## config.mk

```make
export PLATFORM = sky130hd
export DESIGN_NAME = envcfg_access_gate
export DESIGN_NICKNAME = d
export VERILOG_FILES = /design/src/rtl/envgate_pkg.sv /design/src/rtl/sten_bank.sv /design/src/rtl/gate_decide.sv /design/src/rtl/envcfg_bank.sv /design/src/rtl/envcfg_access_gate.sv
export SDC_FILE = /design/constraint.sdc
export NUM_CORES = 1
export LEC_CHECK = 0
export BUFFER_PORTS_ARGS = -buffer_cell sky130_fd_sc_hd__buf_2
export CAP_MARGIN = 40
export CORE_AREA = 2 2 108 110
export CTS_BUF_LIST = sky130_fd_sc_hd__clkbuf_16
export DETAILED_ROUTE_END_ITERATION = 8
export DIE_AREA = 0 0 110 112
export SLEW_MARGIN = 40
export SYNTH_ARGS = -nofsm -noshare
export SYNTH_HDL_FRONTEND = slang
export SYNTH_SLANG_ARGS = --single-unit
```

## constraint.sdc

```tcl
create_clock -name clk -period 2.3 [get_ports clk]
set_clock_uncertainty 0.05 [all_clocks]
set_input_delay 0.345 -clock clk [delete_from_list [all_inputs] [get_ports clk]]
set_output_delay 0.345 -clock clk [all_outputs]
set_load 0.02 [all_outputs]
```

## src/rtl/envgate_pkg.sv

```systemverilog
package envgate_pkg;

    localparam int REG_W      = 64;
    localparam int HALF_W     = REG_W / 2;
    localparam int NUM_LEVELS = 3;
    localparam int LVL_W      = $clog2(NUM_LEVELS);

    localparam int STEN_ALL_BIT = REG_W - 1;
    localparam int STEN_ENV_BIT = REG_W - 2;

    localparam int ENV_FIOM_BIT   = 0;
    localparam int ENV_CBIE_LO    = 4;
    localparam int ENV_CBCFE_BIT  = 6;
    localparam int ENV_CBZE_BIT   = 7;
    localparam int ENV_PBMTE_BIT  = 62;
    localparam int ENV_STCE_BIT   = 63;

    typedef enum logic [1:0] {
        PRIV_U = 2'b00,
        PRIV_S = 2'b01,
        PRIV_M = 2'b11
    } priv_e;

    typedef enum logic [1:0] {
        FLT_NONE    = 2'b00,
        FLT_ILLEGAL = 2'b01,
        FLT_VIRTUAL = 2'b10
    } fault_e;

    typedef enum logic [1:0] {
        TGT_SENV  = 2'd0,
        TGT_HENV  = 2'd1,
        TGT_HENVH = 2'd2
    } target_e;

    typedef struct packed {
        logic              valid;
        fault_e            fault;
        logic [REG_W-1:0]  rdata;
    } resp_t;

    localparam logic [REG_W-1:0] STEN_WMASK =
        (REG_W'(1) << STEN_ALL_BIT) | (REG_W'(1) << STEN_ENV_BIT);

    function automatic logic [REG_W-1:0] env_base_mask();
        logic [REG_W-1:0] m;
        m = '0;
        m[ENV_FIOM_BIT]                  = 1'b1;
        m[ENV_CBIE_LO+1:ENV_CBIE_LO]     = 2'b11;
        m[ENV_CBCFE_BIT]                 = 1'b1;
        m[ENV_CBZE_BIT]                  = 1'b1;
        return m;
    endfunction

    function automatic logic [REG_W-1:0] env_upper_mask();
        logic [REG_W-1:0] m;
        m = '0;
        m[ENV_PBMTE_BIT] = 1'b1;
        m[ENV_STCE_BIT]  = 1'b1;
        return m;
    endfunction

    function automatic logic [REG_W-1:0] merge_masked(
        input logic [REG_W-1:0] old_v,
        input logic [REG_W-1:0] new_v,
        input logic [REG_W-1:0] mask
    );
        return (old_v & ~mask) | (new_v & mask);
    endfunction

endpackage

```

## src/rtl/sten_bank.sv

```systemverilog
module sten_bank
    import envgate_pkg::*;
(
    input  logic                  clk,
    input  logic                  rst,
    input  logic                  wr_en,
    input  logic [LVL_W-1:0]      wr_level,
    input  logic                  wr_hi,
    input  logic [REG_W-1:0]      wr_data,
    input  logic [LVL_W-1:0]      rd_level,
    output logic [REG_W-1:0]      rd_data,
    output logic [NUM_LEVELS-1:0] env_en
);

    logic [REG_W-1:0] regs_q [NUM_LEVELS];

    logic [REG_W-1:0] wr_aligned;
    assign wr_aligned = wr_hi ? {wr_data[HALF_W-1:0], {HALF_W{1'b0}}} : wr_data;

    for (genvar g = 0; g < NUM_LEVELS; g++) begin : g_lvl
        always_ff @(posedge clk) begin
            if (rst) begin
                regs_q[g] <= '0;
            end else if (wr_en && (wr_level == LVL_W'(g))) begin
                regs_q[g] <= wr_aligned & STEN_WMASK;
            end
        end
        assign env_en[g] = regs_q[g][STEN_ENV_BIT];

        AST_STEN_RESERVED: assert property (@(posedge clk) disable iff (rst)
            (regs_q[g] & ~STEN_WMASK) == '0);
    end

    always_comb begin
        rd_data = '0;
        for (int i = 0; i < NUM_LEVELS; i++) begin
            if (rd_level == LVL_W'(i)) rd_data = regs_q[i];
        end
    end

endmodule

```

## src/rtl/gate_decide.sv

```systemverilog
module gate_decide
    import envgate_pkg::*;
(
    input  logic                  sten_on,
    input  logic                  has_smode,
    input  logic [1:0]            priv,
    input  logic                  virt,
    input  logic [NUM_LEVELS-1:0] env_en,
    output fault_e                fault
);

    logic m_fail, h_fail, s_fail;

    always_comb begin
        m_fail = !env_en[0];
        h_fail = virt && !env_en[1];
        s_fail = (priv == PRIV_U) && has_smode && !env_en[2];

        if (priv == PRIV_M || !sten_on) begin
            fault = FLT_NONE;
        end else if (m_fail) begin
            fault = FLT_ILLEGAL;
        end else if (h_fail) begin
            fault = FLT_VIRTUAL;
        end else if (s_fail) begin
            fault = virt ? FLT_VIRTUAL : FLT_ILLEGAL;
        end else begin
            fault = FLT_NONE;
        end
    end

endmodule

```

## src/rtl/envcfg_bank.sv

```systemverilog
module envcfg_bank
    import envgate_pkg::*;
(
    input  logic             clk,
    input  logic             rst,
    input  logic             rv64,
    input  logic             acc_valid,
    input  logic             acc_write,
    input  logic [1:0]       acc_target,
    input  logic [REG_W-1:0] acc_wdata,
    input  fault_e           fault,
    output resp_t            resp
);

    logic [REG_W-1:0] senv_q, henv_q;
    logic [REG_W-1:0] henv_wmask;
    logic [REG_W-1:0] rd_val;
    logic             allowed;

    assign allowed    = acc_valid && (fault == FLT_NONE);
    assign henv_wmask = env_base_mask() | (rv64 ? env_upper_mask() : '0);

    always_comb begin
        case (acc_target)
            TGT_SENV:  rd_val = senv_q;
            TGT_HENV:  rd_val = rv64 ? henv_q : {{HALF_W{1'b0}}, henv_q[HALF_W-1:0]};
            TGT_HENVH: rd_val = {{HALF_W{1'b0}}, henv_q[REG_W-1:HALF_W]};
            default:   rd_val = '0;
        endcase
    end

    always_ff @(posedge clk) begin
        if (rst) begin
            senv_q <= '0;
            henv_q <= '0;
            resp   <= '{valid: 1'b0, fault: FLT_NONE, rdata: '0};
        end else begin
            resp.valid <= acc_valid;
            resp.fault <= acc_valid ? fault : FLT_NONE;
            resp.rdata <= allowed ? rd_val : '0;
            if (allowed && acc_write) begin
                case (acc_target)
                    TGT_SENV:  senv_q <= merge_masked(senv_q, acc_wdata, env_base_mask());
                    TGT_HENV:  henv_q <= merge_masked(henv_q, acc_wdata, henv_wmask);
                    TGT_HENVH: henv_q <= merge_masked(henv_q,
                                   {acc_wdata[HALF_W-1:0], {HALF_W{1'b0}}}, env_upper_mask());
                    default: ;
                endcase
            end
        end
    end

    AST_FAULT_NO_DATA: assert property (@(posedge clk) disable iff (rst)
        (resp.fault != FLT_NONE) |-> (resp.rdata == '0));
    AST_FAULT_NO_WRITE: assert property (@(posedge clk) disable iff (rst)
        (acc_valid && acc_write && fault != FLT_NONE) |=> ($stable(senv_q) && $stable(henv_q)));
    AST_SENV_RESERVED: assert property (@(posedge clk) disable iff (rst)
        (senv_q & ~env_base_mask()) == '0);
    AST_IDLE_NO_FAULT: assert property (@(posedge clk) disable iff (rst)
        !resp.valid |-> (resp.fault == FLT_NONE));

endmodule

```

## src/rtl/envcfg_access_gate.sv

```systemverilog
module envcfg_access_gate
    import envgate_pkg::*;
(
    input  logic        clk,
    input  logic        rst,
    input  logic        cfg_sten_on,
    input  logic        cfg_has_smode,
    input  logic        cfg_rv64,
    input  logic [1:0]  priv,
    input  logic        virt,
    input  logic        sten_wr_en,
    input  logic [1:0]  sten_wr_level,
    input  logic        sten_wr_hi,
    input  logic [63:0] sten_wr_data,
    input  logic [1:0]  sten_rd_level,
    output logic [63:0] sten_rd_data,
    input  logic        acc_valid,
    input  logic        acc_write,
    input  logic [1:0]  acc_target,
    input  logic [63:0] acc_wdata,
    output logic        rsp_valid,
    output logic [1:0]  rsp_fault,
    output logic [63:0] rsp_rdata
);

    logic [NUM_LEVELS-1:0] env_en;
    fault_e                fault;
    resp_t                 resp;

    sten_bank u_sten (
        .clk      (clk),
        .rst      (rst),
        .wr_en    (sten_wr_en),
        .wr_level (sten_wr_level),
        .wr_hi    (sten_wr_hi),
        .wr_data  (sten_wr_data),
        .rd_level (sten_rd_level),
        .rd_data  (sten_rd_data),
        .env_en   (env_en)
    );

    gate_decide u_decide (
        .sten_on   (cfg_sten_on),
        .has_smode (cfg_has_smode),
        .priv      (priv),
        .virt      (virt),
        .env_en    (env_en),
        .fault     (fault)
    );

    envcfg_bank u_env (
        .clk        (clk),
        .rst        (rst),
        .rv64       (cfg_rv64),
        .acc_valid  (acc_valid),
        .acc_write  (acc_write),
        .acc_target (acc_target),
        .acc_wdata  (acc_wdata),
        .fault      (fault),
        .resp       (resp)
    );

    assign rsp_valid = resp.valid;
    assign rsp_fault = resp.fault;
    assign rsp_rdata = resp.rdata;

    AST_MACHINE_FREE: assert property (@(posedge clk) disable iff (rst)
        (acc_valid && priv == PRIV_M) |=> (rsp_fault == FLT_NONE));
    AST_FEATURE_OFF_FREE: assert property (@(posedge clk) disable iff (rst)
        (acc_valid && !cfg_sten_on) |=> (rsp_fault == FLT_NONE));
    AST_RESP_LATENCY: assert property (@(posedge clk) disable iff (rst)
        acc_valid |=> rsp_valid);
    AST_MLEVEL_ILLEGAL: assert property (@(posedge clk) disable iff (rst)
        (acc_valid && cfg_sten_on && priv != PRIV_M && !sten_wr_en && sten_rd_level == 2'd0
         && sten_rd_data[STEN_ENV_BIT] == 1'b0) |=> (rsp_fault == FLT_ILLEGAL));

endmodule

```

* Yosys cells after proc, flatten, opt, wreduce, memory -nomap -nowiden
Memories as Yosys holds them, arrays and structs flattened. Index checks and enable logic that the tools add are counted.
Storage, ports and cells: flip-flop bits (word level) 195, bits in writable memories 6, bits of input ports 146, output and inout bits 131, word-level logic and storage cells 73, memories kept 1
Memories:
- u_sten.regs_q | depth 3, bits a word 2, read ports 3, clocked after Yosys merged registers in 0, wr ports 3, line sten_bank.sv:15 | logic [REG_W-1:0] regs_q [NUM_LEVELS];
Cells by class: equal/unequal tests 7, muxes and demuxes 27, bitwise operators 11, reductions and logical operators 22
Operators with widths (count):
- two-way mux 64 bit | 6
- one-hot mux 64 bit (3 select lines) | 1
- bitwise AND 64 bit | 2
- one-hot mux 64 bit (2 select lines) | 1
- inverter 64 bit | 1
- OR 62 x 64 -> 64 bit | 1
- OR 64 bit | 1
- OR 64 x 8 -> 64 bit | 1
- two-way mux 2 bit | 8
- two-way mux 1 bit | 11
- logical NOT 2 bit | 5
- == test 2 bit, second input constant | 4
- logical AND 1 bit | 8
- == test 2 x 1 -> 1 bit, second input constant | 3
- AND reduction 2 bit | 2
- OR reduction 2 bit | 2
- logical NOT 1 bit | 3
- OR 1 bit | 3
- inverter 1 bit | 2
- nonzero test 2 bit | 1
- logical OR 1 bit | 1

* Depth between registers and ports, before layout
word-level depth 11, gate-level depth with buffers 6, gate-level depth less buffers 6

* Modules after synthesis
A second synthesis with hierarchy kept.
Second synthesis, totals: cells, all modules 258, area, all modules 2274.7 um^2
By module, submodules not included:
- envcfg_bank | times used 1, cells each 158, area an instance 1383.8 um^2, sequential area each 480.5 um^2
- sten_bank | times used 1, cells each 92, area an instance 823.3 um^2, sequential area each 180.2 um^2
- gate_decide | times used 1, cells each 8, area an instance 67.6 um^2, sequential area each 0.0 um^2

* Worst setup path before layout
No wires, ideal clock.
path kind register to register, start point mem u_sten.regs_q[2][0] in the netlist's numbering, end point reg u_env.senv_q[0], library setup time 124 ps, data arrival time 1470 ps, required time 2126 ps, setup slack 656 ps, cell stages (with the launch flop) 6, path buffers 1, period minus slack after synthesis 1644 ps, path through edfxtp_1 -> or4b_4 -> a32oi_2 -> buf_6 -> or2_2 -> o21ai_0
RTL lines:
- start: declaration | line sten_bank.sv:15
- end signal: assignment | line envcfg_bank.sv:43 | TGT_SENV: senv_q <= merge_masked(senv_q, acc_wdata, env_base_mask());
- end: declaration | line envcfg_bank.sv:15 | logic [REG_W-1:0] senv_q, henv_q;

==> results.py <==
metrics = {
    "global_route": {
        "grt_pass1_vias": 1178,
        "grt_max_degree": 28,
        "grt_use_total": 0.05236,
        "grt_pass1_wl_um": 5078,
        "gr-total-overflow": 0,
        "antenna_found_initial": 0,
    },
    "clocking": {
        "cts.sinks": 30,
        "clk_latency_ns": 0.27,
        "numCtsBuffers": 5,
        "root_buffer": "clkbuf_16",
        "clk_pin_slew_ns": 0.05,
        "max-clock-path-buffers": 2,
        "cts_tree": "yes",
        "htree_levels": 2,
        "cts_resized": 0,
        "postCtsSetupRepairBufs": 0,
        "cts_hold_buf": 0,
    },
    "power_and_ir_drop": {
        "ir_drop_uv": 322.2,
        "internal_power_w": 0.001183,
        "seq_power_share": 0.338,
        "switching_share": 0.2870,
        "power.switching_w": 0.0004764,
        "pwr_density_cell_mw_per_mm2": 695.6,
        "comb_power_share": 0.181,
        "pwr-share-clk": 0.481,
        "p_leak_nw": 1.154,
    },
    "sta": {
        "post-route-period-util": 0.7725,
        "whs_ns": 0.2735,
        "finalWorstPathRequiredPeriod_ns": 1.777,
        "maxSlewViolCount": 0,
        "timing.fmax_mhz": 562.8,
        "hold_viol": 0,
        "setup-tns-final_ns": 0,
        "setup-violations-final": 0,
        "rsz0062_at_grt": "false",
    },
    "route": {
        "drcViolationCount": 0,
        "drtIter0Drc": 32,
        "top_layer": "met4",
        "wl_um": 3550,
        "route.met3.wl_um": 422,
        "vias": 1440,
        "drt-pass1-iter-count": 4,
        "dr_wl_met2_um": 1812,
        "via_per_inst": 3.258,
        "drt-met1-wl_um": 1257,
        "final_antenna_net_count": 0,
        "avgRoutedWirePerCell_um": 8.032,
    },
    "cells_and_area": {
        "antenna_cells": 0,
        "multi_input_area_mm2": 0.001124,
        "drive_above_1_share": 0.2140,
        "area_growth_pct": 5.710,
        "ff_latch_area_um2": 660.6,
        "nets": 448,
        "n_fill_cell": 1240,
    },
    "worst_setup_path": {
        "crit_type": "flip-flop to flip-flop",
        "slowest_stage": "or4b_4",
        "crit_chain": "or4b_4 -> a32oi_2 -> buf_4 -> or2_2 -> o21ai_0",
        "crit_arrival_ns": 1.88,
        "crit_fanout": 11,
        "end_kind": "flip-flop",
        "crit_family": "simple AND/OR/NAND/NOR gates",
        "slowest_delay_ns": 0.58,
        "reg2reg_depth": 5,
        "setup.worst_path.start_class": "flip-flop",
        "crit_cells": 5,
        "crit_buf_inv": 1,
        "cp_data_required_time_ns": 2.41,
    },
    "die": {
        "std_cell_rows": 39,
        "io_pins": 277,
        "core_mm2": 0.01117,
        "start_util": 0.2020,
        "die_area_mm2": 0.01232,
        "die_w_um": 110,
        "die_y_um": 112,
    },
    "logic_synthesis": {
        "avgSynthCellArea_um2": 9.029,
        "seq_area_frac_synth": 0.2927,
        "synth_cell_types": 37,
        "synth_cells": 250,
        "yosys_register_bits": 30,
        "syn_area_mm2": 0.002257,
        "ys.flop_type": "dfxtp_1",
        "yosys_warnings": 0,
        "synth_edf_count": 6,
        "async_flop_share": 0,
    },
    "outcome": {
        "run_status": "completed",
    },
    "placement": {
        "io_buffers": 44,
        "hpwl_um": 2881,
        "gp_congestion": 0.7694,
    },
    "min_path": {
        "worstHoldPathType": "primary input to flip-flop",
        "holdPathStages": 3,
    },
    "job": {
        "maxCapViolations": 0,
    },
}
[metrics by stage]
| stage | instance area (um^2) | instances | setup WS (ns) | util | power (W) |
|---|---|---|---|---|---|
| 6_report | 2386 | 442 | 0.5232 | 0.2135 | 0.001660 |
| 5_1_grt | 2386 | 442 | 0.4073 | 0.2135 | 0.001718 |
| 4_1_cts | 2386 | 442 | 0.5024 | 0.2135 | 0.001670 |
| 3_5_place_dp | 2202 | 434 | 0.4883 | 0.1971 | 0.0008690 |
| 3_3_place_gp | 2202 | 434 | 0.4907 | 0.1971 | 0.0008660 |
| 2_1_floorplan | 2693 | 366 | 0.6557 | - | 0.0009652 |
[layout by cell type (no fill, tap or decap)]
cell type,n
conb_1,117
buf_2,44
dfxtp_1,24
o21ai_0,13
mux2i_1,9
a22oi_1,7
nor2b_1,6
nor2_1,6
clkbuf_16,6
edfxtp_1,6
nand2_1,5
nand2b_1,5
or2b_1,5
or2b_2,5
nor4_1,4
ha_1,4
inv_1,3
nor3_1,3
nand3b_1,2
o21bai_1,2
and3_1,2
and4_1,2
or3_2,2
a21oi_1,2
o22ai_1,1
or4b_4,1
and2_1,1
a21bo_2,1
a32oi_2,1
or2_2,1
o21a_1,1
a31oi_1,1
or3_1,1
o211ai_1,1
nor3_4,1
a211oi_1,1
clkinv_1,1
bufinv_16,1
buf_4,1
[layer usage]
metal,vias to the layer above,GRT usage
li1,694,-
met1,648,0.05340
met2,93,0.09571
met3,5,0.01112
met4,0,0.03038
met5,-,0
[flip-flops by register name (all words and copies together), names as in the netlist, named ones only]
register       flops
u_sten.regs_q      6
u_env.henv_q       5
u_env.resp        12
u_env.senv_q       5
[worst paths after layout]
kind	start	slack, ns	end
hold / removal	virt	0.27	u_env.resp[65]$_SDFF_PP0_
setup reg to reg	u_sten.regs_q[2][0]$_SDFFCE_PN0P_	0.52	u_env.senv_q[5]$_SDFFE_PP0P_
setup / recovery	u_sten.regs_q[2][0]$_SDFFCE_PN0P_	0.52	u_env.senv_q[5]$_SDFFE_PP0P_
hold reg to reg	flip-flop	0.44	u_env.resp[30]$_SDFF_PP0_
[layout make-up]
| cell class | count | area share |
|---|---|---|
| multi-input cells | 213 | 0.4709 |
| flip-flops and latches | 30 | 0.2769 |
| repair buffers | 45 | 0.09544 |
| well taps | 143 | 0.07499 |
| clock buffers | 6 | 0.06293 |
| clock inverters | 2 | 0.01416 |
| inverters | 3 | 0.004719 |
[cell families (layout without fill, tap and decap cells)]
kind of cell,Yosys count,count (layout),synth area share
other,1,117,0.001661
flip-flops,30,30,0.2927
multiplexers,9,9,0.03991
AO/OA/AOI/OAI,31,31,0.09036
buffers and inverters,123,56,0.4024
AND/OR/NAND/NOR,52,52,0.1508
adder cells (fa/ha/maj),4,4,0.02217
[synthesized netlist by cell type (4+ instances only)]
cell type	n	area (um^2)
nand2b_1	5	31.28
buf_4	117	878.3
mux2i_1	9	90.09
nor2b_1	6	37.54
o21ai_0	13	65.06
edfxtp_1	6	180.2
dfxtp_1	24	480.5
nor4_1	4	25.02
or2b_2	5	43.79
nand2_1	5	18.77
a22oi_1	7	52.55
ha_1	4	50.05
or2b_1	5	37.54
nor2_1	6	22.52
[power by group through the flow]
stage | logic [W] | registers (W) | clock network, W
floorplan | 0.000394 | 0.000571 | 0
global placement | 0.000295 | 0.000571 | 0
detailed placement | 0.000297 | 0.000572 | 0
CTS | 0.000298 | 0.000561 | 0.000811
global route | 0.000324 | 0.000563 | 0.000831
finish | 0.000300 | 0.000561 | 0.000799
[tightest hold or removal path: cells and delay by family]
kind                   cells  cell delay (ns)
buffers and inverters      1             0.11
and+or+nand+nor            1             0.05
AOI/OAI and AO/OA          1             0.04
Power figures use the tool's default switching activity.
